`src/rtl/ir_enc_pkg.sv`:
```
package ir_enc_pkg;
  localparam int SUB_PER_BIT = 32;
  localparam int CNT_W = $clog2(SUB_PER_BIT / 4 + 1);

  typedef struct packed {
    logic load;
    logic step;
    logic clear;
  } ctrlStrobes_t;

  function automatic logic [CNT_W-1:0] widthToSubs(input logic [1:0] sel);
    case (sel)
      2'b00:   return CNT_W'(SUB_PER_BIT * 3 / 16);
      2'b01:   return CNT_W'(SUB_PER_BIT / 16);
      2'b10:   return CNT_W'(SUB_PER_BIT / 32);
      default: return CNT_W'(SUB_PER_BIT / 4);
    endcase
  endfunction
endpackage

```
`src/rtl/ir_enc_ctrl.sv`:
```
module ir_enc_ctrl
  import ir_enc_pkg::*;
(
  input  logic         encEn,
  input  logic         bitTick,
  input  logic         subTick,
  output ctrlStrobes_t strobes
);
  always_comb begin
    strobes.clear = ~encEn;
    strobes.load  = encEn & bitTick;
    strobes.step  = encEn & subTick & ~bitTick;
  end
endmodule

```
`src/rtl/ir_enc_datapath.sv`:
```
module ir_enc_datapath
  import ir_enc_pkg::*;
#(
  parameter int CW = CNT_W
) (
  input  logic         clk,
  input  logic         rst_n,
  input  ctrlStrobes_t strobes,
  input  logic         txBit,
  input  logic [1:0]   widthSel,
  output logic         pulseActive
);
  logic [CW-1:0] remainSubs;
  logic [CW-1:0] loadVal;

  always_comb begin
    loadVal = txBit ? '0 : CW'(widthToSubs(widthSel));
  end

  always_ff @(posedge clk) begin
    if (!rst_n) begin
      remainSubs <= '0;
    end else if (strobes.clear) begin
      remainSubs <= '0;
    end else if (strobes.load) begin
      remainSubs <= loadVal;
    end else if (strobes.step && remainSubs != '0) begin
      remainSubs <= remainSubs - 1'b1;
    end
  end

  assign pulseActive = (remainSubs != '0);
endmodule

```
`src/rtl/ir_pulse_encoder.sv`:
```
module ir_pulse_encoder
  import ir_enc_pkg::*;
(
  input  logic       clk,
  input  logic       rst_n,
  input  logic       encEn,
  input  logic       bitTick,
  input  logic       subTick,
  input  logic       txBit,
  input  logic [1:0] widthSel,
  output logic       irOut
);
  ctrlStrobes_t strobes;
  logic pulseActive;

  ir_enc_ctrl ctrl_i (
    .encEn   (encEn),
    .bitTick (bitTick),
    .subTick (subTick),
    .strobes (strobes)
  );

  ir_enc_datapath #(.CW(CNT_W)) dp_i (
    .clk         (clk),
    .rst_n       (rst_n),
    .strobes     (strobes),
    .txBit       (txBit),
    .widthSel    (widthSel),
    .pulseActive (pulseActive)
  );

  assign irOut = encEn & pulseActive;
endmodule

```
`config.mk`:
```
export PLATFORM = sky130hd
export DESIGN_NAME = ir_pulse_encoder
export DESIGN_NICKNAME = d
export VERILOG_FILES = /design/src/rtl/ir_enc_pkg.sv /design/src/rtl/ir_enc_ctrl.sv /design/src/rtl/ir_enc_datapath.sv /design/src/rtl/ir_pulse_encoder.sv
export SDC_FILE = /design/constraint.sdc
export NUM_CORES = 1
export LEC_CHECK = 0
export BUFFER_PORTS_ARGS = -buffer_cell sky130_fd_sc_hd__buf_4
export CORE_AREA = 3 3 40 42
export CTS_CLUSTER_SIZE = 14
export DETAILED_ROUTE_END_ITERATION = 12
export DIE_AREA = 0 0 43 45
export PLACE_DENSITY = 0.41
export SYNTH_ARGS = -nofsm -noshare
export SYNTH_HDL_FRONTEND = slang
export SYNTH_SLANG_ARGS = --single-unit
```
`constraint.sdc`:
```
create_clock -name clk -period 1.9 [get_ports clk]
set_clock_uncertainty 0.1 [all_clocks]
set_input_delay 0.095 -clock clk [delete_from_list [all_inputs] [get_ports clk]]
set_output_delay 0.095 -clock clk [all_outputs]
set_load 0.02 [all_outputs]
```
==> impl_metrics.toml, run 1 <==
[synth]
yosys_warnings = 0
yosysTopAreaCell = "dfxtp_1"
synth_area_leaders = "dfxtp_1, a211oi_1, inv_1, nand2_1, ha_1"
synth_fp_nets = 47
syn_area_per_cell_um2 = 8.166
synth.distinct_cells = 25
synth_area_um2 = 310.3
yosysTopAreaCellShare_pct = 25.81
synthCells = 38
ys_ff_latch = 4
yosysSeqAreaShare_pct = 25.81

[setup_path]
setup.worst_path.end_class = "output pin"
timing.rr.start = "dp_i.remainSubs[0]$_SDFFE_PN0P_"
r2r_slack_ns = 0.13
cp_max_fo = 6
worst_setup_path_start_kind = "flip-flop"
reg2regPathDepth = 5
cp-startpoint = "dp_i.remainSubs[0]$_SDFFE_PN0P_"
cp.arrival_ns = 1.65
criticalPathCategory = "reg -> out"
r2r_end = "dp_i.remainSubs[0]$_SDFFE_PN0P_"
crit_required_ns = 1.70

[detailed_routing]
vias = 333
wire_per_inst_um = 12.25
wl_um = 772
drtAntennaViolNets = 0
drtIter0Drc = 9
drt-vias-per-instance = 5.286
drcViolationCount = 0
dr.pass1.iters = 4

[floorplanning]
start_util_pct = 24.15
dieHeight_um = 45
die_x_um = 43
core_area_mm2 = 0.001285
rows = 13
io-pin-count = 9
die_area_mm2 = 0.001935

[hold_path]
hold_path_depth = 3
hold_start = "rst_n"
hold_end = "dp_i.remainSubs[3]$_SDFFE_PN0P_"
hold_path_class = "in -> reg"

[pwr]
pwr-share-comb_pct = 26.9
swShare_pct = 26.68
internal_power_mw = 0.1979
pwr-share-clk_pct = 38.0
netSwitchingPower_mw = 0.07201
powerDensity_mw_per_mm2 = 663.6
peakVddDrop_uv = 160.8
p_leak_nw = 0.1719
seqPwrFrac_pct = 35.1
power_mw = 0.2699

[global_route]
grt_use_total_pct = 8.993
grt_pass1_wl_um = 1255
grt_max_degree = 11
grt_overflow = 0
grt_pass1_vias = 303
antenna_found_initial = 0

[placed_design]
place.gp.congestion = 0.8054
port_buffers = 8
hpwlAfterDp_um = 612.7

[finish]
reg_top3 = "dp_i.remainSubs (4)"
diodes = 0
drive_above_1_share_pct = 31.25
final_cell_mix = "buf_4, inv_1, nand2_1, a211oi_1, dfxtp_1"
final_common_cell = "buf_4"
multi_input_area_um2 = 210.2
largest_register = "dp_i.remainSubs"
fill_cells = 139
largest_reg_flops = 4
nNetsFinal = 59
area_growth_pct = 31.05
seqCellArea_um2 = 80.08

[timing]
tightestPinTransition_ns = 0.2356
fin_crit_sh_pct = 96.85
setup_viol = 0
fmax_ghz = 0.5434
min_period_ns = 1.840
grt_setup_unrepaired = "false"
final_max_slew_viol_count = 0
hold_violations = 0
slew_headroom_pct = 84.07
tns_ns = 0

[clock_network]
clock_sinks = 4
htree_levels = 1
post_cts.repair.setup_buffers = 0
clock_latency_ns = 0.23
cts_root_buf = "clkbuf_4"
cts_resized = 0
cts-buffers-inserted = 3
cts_buffer_depth = 2
clk_pin_slew_worst_paths_ns = 0.03
cts_tree = "yes"
cts_hold_buf = 0

[run_status]
status = "finished clean"

[flow_run]
cap_viol_max_count = 0
-- cell type report --
type                       instances  area share, %
tap                               15          4.615
sequential                         4          19.69
inverter                           4          3.692
clock buffer                       3          5.538
timing repair buffer               8          14.77
multi-input combinational         29          51.69
-- synth_stat cells, drive strengths merged --
cell type / n
or3: 1
a21oi: 2
nand2: 4
or3b: 1
a31oi: 1
nand4b: 1
or2b: 1
and4b: 1
nor2: 1
dfxtp: 4
and2: 1
inv: 4
o32ai: 1
o21ai: 1
a211oi: 4
a311oi: 1
nand3b: 1
nor4: 1
o31a: 1
and3b: 1
nor4b: 1
buf: 1
ha: 1
a32oi: 1
a21o: 1
-- logic make-up after synthesis --
family	Yosys count	share of synthesized area, %
buffers and inverters	5	6.449
adders and majority gates	1	4.032
AOI/OAI and AO/OA	13	30.65
DFF	4	25.81
and+or+nand+nor	15	33.07
-- worst max path at each step --
| stage | endpoint | slack [ns] | cells after the start |
|---|---|---|---|
| final | irOut | 0.06 | 5 |
| after CTS | irOut | 0.06 | 5 |
| after global routing | irOut | 0.03 | 5 |
| after detailed placement | dp_i.remainSubs[0]$_SDFFE_PN0P_ | 0.15 | 5 |
| after floorplan | dp_i.remainSubs[0]$_SDFFE_PN0P_ | 0.25 | 5 |
| after global placement | dp_i.remainSubs[0]$_SDFFE_PN0P_ | 0.18 | 5 |
-- per-layer routing --
metal,track usage (%),vias to the layer above,part of all wire (%)
li1,-,168,-
met2,13.77,13,47
met4,7.229,0,1.3
met5,0,-,0
met3,2.390,2,5.8
met1,10.60,150,46
-- stage by stage --
step	instance area (um^2)	utilization (%)	hold slack [ns]	worst slack (ns)	std cells
after CTS	406.6	31.65	0.07952	0.06399	63
after floorplan	310.3	-	0.1607	0.2542	38
after detailed placement	384.1	29.89	0.3249	0.1507	60
after global placement	384.1	29.89	0.3300	0.1758	60
final	406.6	31.65	0.08758	0.05989	63
after global routing	406.6	31.65	0.09050	0.02630	63
-- power groups by stage --
stage / clock, mW / sequential [mW] / combinational [mW]
6_report: 0.103 / 0.0948 / 0.0725
4_1_cts: 0.106 / 0.0949 / 0.0726
3_5_place_dp: 0 / 0.0961 / 0.0721
3_3_place_gp: 0 / 0.0965 / 0.0710
5_1_grt: 0.107 / 0.0958 / 0.0791
2_1_floorplan: 0 / 0.0945 / 0.0468
-- worst max-delay path: stages (launching register included) --
cell and delay, ns:
dfxtp_1 0.33, inv_1 0.09, ha_1 0.21, or3b_4 0.43
and2_2 0.20, buf_4 0.15
Power figures use the tool's default switching activity.
==> inputs of run 2 (changes only) <==
CELL_PAD_IN_SITES_DETAIL_PLACEMENT = 0   (was unset)
CELL_PAD_IN_SITES_GLOBAL_PLACEMENT = 1   (was unset)
PLACE_DENSITY = 0.64   (was 0.41)
==> impl_metrics.toml, run 2 (synthesized netlist as in run 1, its figures left out) <==
[global_route]
use_met3_pct = 0
grt_overflow = 0
grt_use_total_pct = 9.151
grt_use_met1_pct = 12.74
grt_use_met2_pct = 12.57
grt_pass1_vias = 315
grt_max_degree = 11
antenna_found_initial = 0
grt_pass1_wl_um = 1317
gr-max-usage-layer = "met1"

[timing]
slew_headroom_pct = 84.64
timing.hold.ws_ns = 0.09813
fmax_ghz = 0.5465
fin_crit_sh_pct = 96.31
final_max_slew_viol_count = 0
grt_setup_unrepaired = "false"
setup_ws_ns = 0.07005
setup_viol = 0
tightestPinTransition_ns = 0.2283
hold_violations = 0
min_period_ns = 1.830
tns_ns = 0

[hold_path]
hold_path_class = "in -> reg"
hold_start = "rst_n"

[placed_design]
place_area_um2 = 384.1
placed_cells = 60
hpwlAfterDp_um = 621.5
preCtsSetupSlack_ns = 0.1573
port_buffers = 8
place.gp.congestion = 0.7082

[run_status]
status = "finished clean"

[clock_network]
cts_buffer_depth = 2
cts_resized = 0
clk_pin_slew_worst_paths_ns = 0.04
clock_sinks = 4
cts_tree = "yes"
clock_latency_ns = 0.24
post_cts.repair.setup_buffers = 0
cts-buffers-inserted = 3
htree_levels = 1
cts_hold_buf = 0
cts_root_buf = "clkbuf_4"

[detailed_routing]
drtAntennaViolNets = 0
drt-vias-per-instance = 5.127
wl_um = 780
drtIter0Drc = 3
dr.pass1.iters = 2
vias = 323
drcViolationCount = 0
wire_per_inst_um = 12.38

[setup_path]
r2r_end = "dp_i.remainSubs[0]$_SDFFE_PN0P_"
crit_required_ns = 1.70
reg2regPathDepth = 5
cp-endpoint = "irOut"
cp-startpoint = "dp_i.remainSubs[0]$_SDFFE_PN0P_"
r2r_slack_ns = 0.15
setup.worst_path.end_class = "output pin"
criticalPathCategory = "reg -> out"
worst_setup_path_start_kind = "flip-flop"
timing.rr.start = "dp_i.remainSubs[0]$_SDFFE_PN0P_"
cp.arrival_ns = 1.63
cp_max_fo = 6

[finish]
diodes = 0
reg_top3 = "dp_i.remainSubs (4)"
final_cells = 63
largest_reg_flops = 4
largest_register = "dp_i.remainSubs"
final_common_cell = "buf_4"
final_cell_mix = "buf_4, inv_1, nand2_1, a211oi_1, dfxtp_1"
nNetsFinal = 59
fin_util_pct = 31.65
drive_above_1_share_pct = 31.25
area_growth_pct = 31.05
fin_area_um2 = 406.6

[floorplanning]
rows = 13
dieHeight_um = 45
die_area_mm2 = 0.001935
io-pin-count = 9
start_util_pct = 24.15
die_x_um = 43
core_area_mm2 = 0.001285

[flow_run]
cap_viol_max_count = 0

[pwr]
p_leak_nw = 0.1719
powerDensity_mw_per_mm2 = 678.3
power_mw = 0.2758
peakVddDrop_uv = 201.2
-- run 2: cell counts in the layout (fill, tap and decap cells not counted) --
Identical to the previous run, type by type.
-- run 2: critical path, cell delays in order (launching register included) --
cell	delay, ns
dfxtp_1	0.33
inv_1	0.08
ha_1	0.20
or3b_4	0.43
and2_2	0.21
buf_4	0.15
-- run 2: per-layer routing --
| metal | vias to the layer above | wire length (um) |
|---|---|---|
| met4 | 0 | 16 |
| met3 | 2 | 30 |
| met2 | 9 | 312 |
| li1 | 170 | - |
| met5 | - | 0 |
| met1 | 142 | 421 |
-- run 2: layout make-up --
| class | instances | area (um^2) |
|---|---|---|
| fillers | 144 | 878.3 |
| inverters | 4 | 15.01 |
| flip-flops and latches | 4 | 80.08 |
| repair buffers | 8 | 60.06 |
| clock buffers | 3 | 22.52 |
| well taps | 15 | 18.77 |
| multi-input cells | 29 | 210.2 |
-- run 2: worst min-delay path by stage --
stage / end / slack, ns / cells after the start
global route: dp_i.remainSubs[3]$_SDFFE_PN0P_ / 0.1 / 3
finish: dp_i.remainSubs[3]$_SDFFE_PN0P_ / 0.1 / 3
floorplan: dp_i.remainSubs[3]$_SDFFE_PN0P_ / 0.16 / 2
CTS: dp_i.remainSubs[3]$_SDFFE_PN0P_ / 0.09 / 3
global placement: dp_i.remainSubs[3]$_SDFFE_PN0P_ / 0.35 / 3
detailed placement: dp_i.remainSubs[3]$_SDFFE_PN0P_ / 0.34 / 3
-- run 2: where the power goes --
part           switching [mW]  total [mW]  internal (mW)
clock                  0.0372       0.108         0.0708
sequential            0.00562      0.0948         0.0892
combinational          0.0349      0.0729         0.0381
==> inputs of run 3 (changes only) <==
ABC_AREA = 1   (was unset)
GPL_ROUTABILITY_DRIVEN = 0   (was unset)
PLACE_DENSITY = 0.69   (was 0.64)
==> impl_metrics.toml, run 3 <==
[pwr]
seqPwrFrac_pct = 34.0
powerDensity_mw_per_mm2 = 625.2
netSwitchingPower_mw = 0.07662
p_leak_nw = 0.2294
peakVddDrop_uv = 191.4
internal_power_mw = 0.1885
power_mw = 0.2652
pwr-share-comb_pct = 25.5
pwr-share-clk_pct = 40.4
swShare_pct = 28.90

[timing]
fin_crit_sh_pct = 78.49
fmax_ghz = 0.6706
slew_headroom_pct = 86.82
tns_ns = 0
grt_setup_unrepaired = "false"
timing.hold.ws_ns = 0.1291
setup_viol = 0
hold_violations = 0
min_period_ns = 1.491
final_max_slew_viol_count = 0
tightestPinTransition_ns = 0.1957

[global_route]
grt_pass1_wl_um = 1269
gr-max-usage-layer = "met2"
grt_use_met1_pct = 7.933
use_met3_pct = 3.984
grt_use_met2_pct = 17.37
grt_use_total_pct = 9.151
grt_max_degree = 9
grt_overflow = 0
antenna_found_initial = 0
grt_pass1_vias = 334

[placed_design]
port_buffers = 8
hpwlAfterDp_um = 585.5
place_area_um2 = 401.6

[clock_network]
post_cts.repair.setup_buffers = 0
cts_tree = "yes"
cts_hold_buf = 0
clock_latency_ns = 0.24
htree_levels = 1
clock_sinks = 4
cts-buffers-inserted = 3
cts_buffer_depth = 2
cts_resized = 0
clk_pin_slew_worst_paths_ns = 0.04
cts_root_buf = "clkbuf_4"

[hold_path]
hold_path_class = "in -> reg"
hold_start = "rst_n"

[setup_path]
r2r_slack_ns = 0.56
crit_required_ns = 1.70
worst_setup_path_start_kind = "flip-flop"
cp.arrival_ns = 1.30
setup.worst_path.end_class = "output pin"
slowest_delay_ns = 0.29
timing.rr.start = "dp_i.remainSubs[0]$_SDFFE_PN0P_"
reg2regPathDepth = 7
cp_max_fo = 5
cp-endpoint = "irOut"
cp_slowest_cell = "dfxtp_1"
cp_cell_sequence = "inv_1 -> ha_1 -> nand3_1 -> and2_2 -> buf_4"
r2r_end = "dp_i.remainSubs[1]$_SDFFE_PN0P_"
criticalPathCategory = "reg -> out"
cp-startpoint = "dp_i.remainSubs[0]$_SDFFE_PN0P_"

[run_status]
status = "finished clean"

[detailed_routing]
drt-vias-per-instance = 4.333
drcViolationCount = 0
vias = 351
wl_um = 734
dr.pass1.iters = 4
drtIter0Drc = 4
wire_per_inst_um = 9.062
drtAntennaViolNets = 0

[synth]
synth_area_um2 = 322.8
yosysTopAreaCell = "dfxtp_1"
synth-edff-count = 0
synth.distinct_cells = 16
ys_ff_latch = 4
synth_most_common_cell = "nand2_1"
synthCells = 55
synth_commonest_cells = "nand2_1, nor2_1, inv_1"
yosysSeqAreaShare_pct = 24.81
yosys_warnings = 0
synth_area_leaders = "dfxtp_1, nand2_1, nor2_1, nand3_1, inv_1"
syn_area_per_cell_um2 = 5.869
synth_fp_nets = 64
async_reset_ff_share_pct = 0
synthFlopType = "dfxtp_1"
yosysTopAreaCellShare_pct = 24.81

[finish]
fin_area_um2 = 424.2
nNetsFinal = 77
largest_reg_flops = 4
diodes = 0
area_growth_pct = 31.40
fill_cells = 150
reg_top3 = "dp_i.remainSubs (4)"
fin_util_pct = 33.01
drive_above_1_share_pct = 28.79
multi_input_area_um2 = 203.9
largest_register = "dp_i.remainSubs"
final_cell_mix = "nand2_1, nor2_1, inv_1, buf_4, nand3_1"
seqCellArea_um2 = 80.08
final_common_cell = "nand2_1"

[floorplanning]
core_area_mm2 = 0.001285
dieHeight_um = 45
start_util_pct = 25.12
die_area_mm2 = 0.001935
die_x_um = 43
rows = 13
io-pin-count = 9

[flow_run]
cap_viol_max_count = 0
run 3: cell count changes in the layout (fill, tap and decap cells not counted), sizes merged, moves of 2 or more:
cell    before  now
o21ai        1    3
nand2        4   15
inv          4    9
nor2         1   11
a21oi        2    0
nand3        0    7
nand4        0    2
a211oi       4    0
run 3: critical path: cells and delay by family (launching register included):
kind	cells	cell delay, ns
fa+ha+maj	1	0.20
simple gates	2	0.29
buf+inv	2	0.28
flops	1	0.29
run 3: area by class of cell:
cell class	instances	area share, %
sequential	4	18.88
tap	15	4.425
timing repair buffer	8	14.16
multi-input combinational	41	48.08
inverter	10	9.145
clock buffer	3	5.310
run 3: through the flow:
| stage | std cells | worst slack, ns |
|---|---|---|
| floorplan | 55 | 0.6904 |
| global placement | 78 | 0.5695 |
| detailed placement | 78 | 0.5643 |
| CTS | 81 | 0.3988 |
| global route | 81 | 0.3403 |
| finish | 81 | 0.4087 |
run 3: worst min path at each step:
stage,endpoint,depth (start not counted)
final,dp_i.remainSubs[2]$_SDFFE_PN0P_,5
after floorplan,dp_i.remainSubs[2]$_SDFFE_PN0P_,4
after global routing,dp_i.remainSubs[2]$_SDFFE_PN0P_,5
after global placement,dp_i.remainSubs[2]$_SDFFE_PN0P_,5
after detailed placement,dp_i.remainSubs[2]$_SDFFE_PN0P_,5
after CTS,dp_i.remainSubs[2]$_SDFFE_PN0P_,5
run 3: power by group through the flow:
stage	Combinational (mW)	Sequential, mW	Clock (mW)
after floorplan	0.0442	0.0910	0
after global placement	0.0683	0.0916	0
after detailed placement	0.0679	0.0915	0
after CTS	0.0685	0.0902	0.109
after global routing	0.0770	0.0906	0.119
final	0.0677	0.0902	0.107
run 3: metal layers:
| metal | share of wire, % | wire [um] |
|---|---|---|
| met4 | 1.1 | 8 |
| met1 | 41 | 298 |
| met5 | 0 | 0 |
| met3 | 4.6 | 34 |
| met2 | 53 | 392 |
run 3: cells by family (layout without fill, tap and decap cells):
kind of cell / count (synthesis) / count (layout) / synth area share, %
AO/OA/AOI/OAI: 3 / 3 / 4.650
AND/OR/NAND/NOR: 36 / 36 / 51.94
adder cells (fa/ha/maj): 1 / 1 / 3.875
buffers and inverters: 10 / 21 / 12.01
XOR/XNOR: 1 / 1 / 2.714
flip-flops: 4 / 4 / 24.81
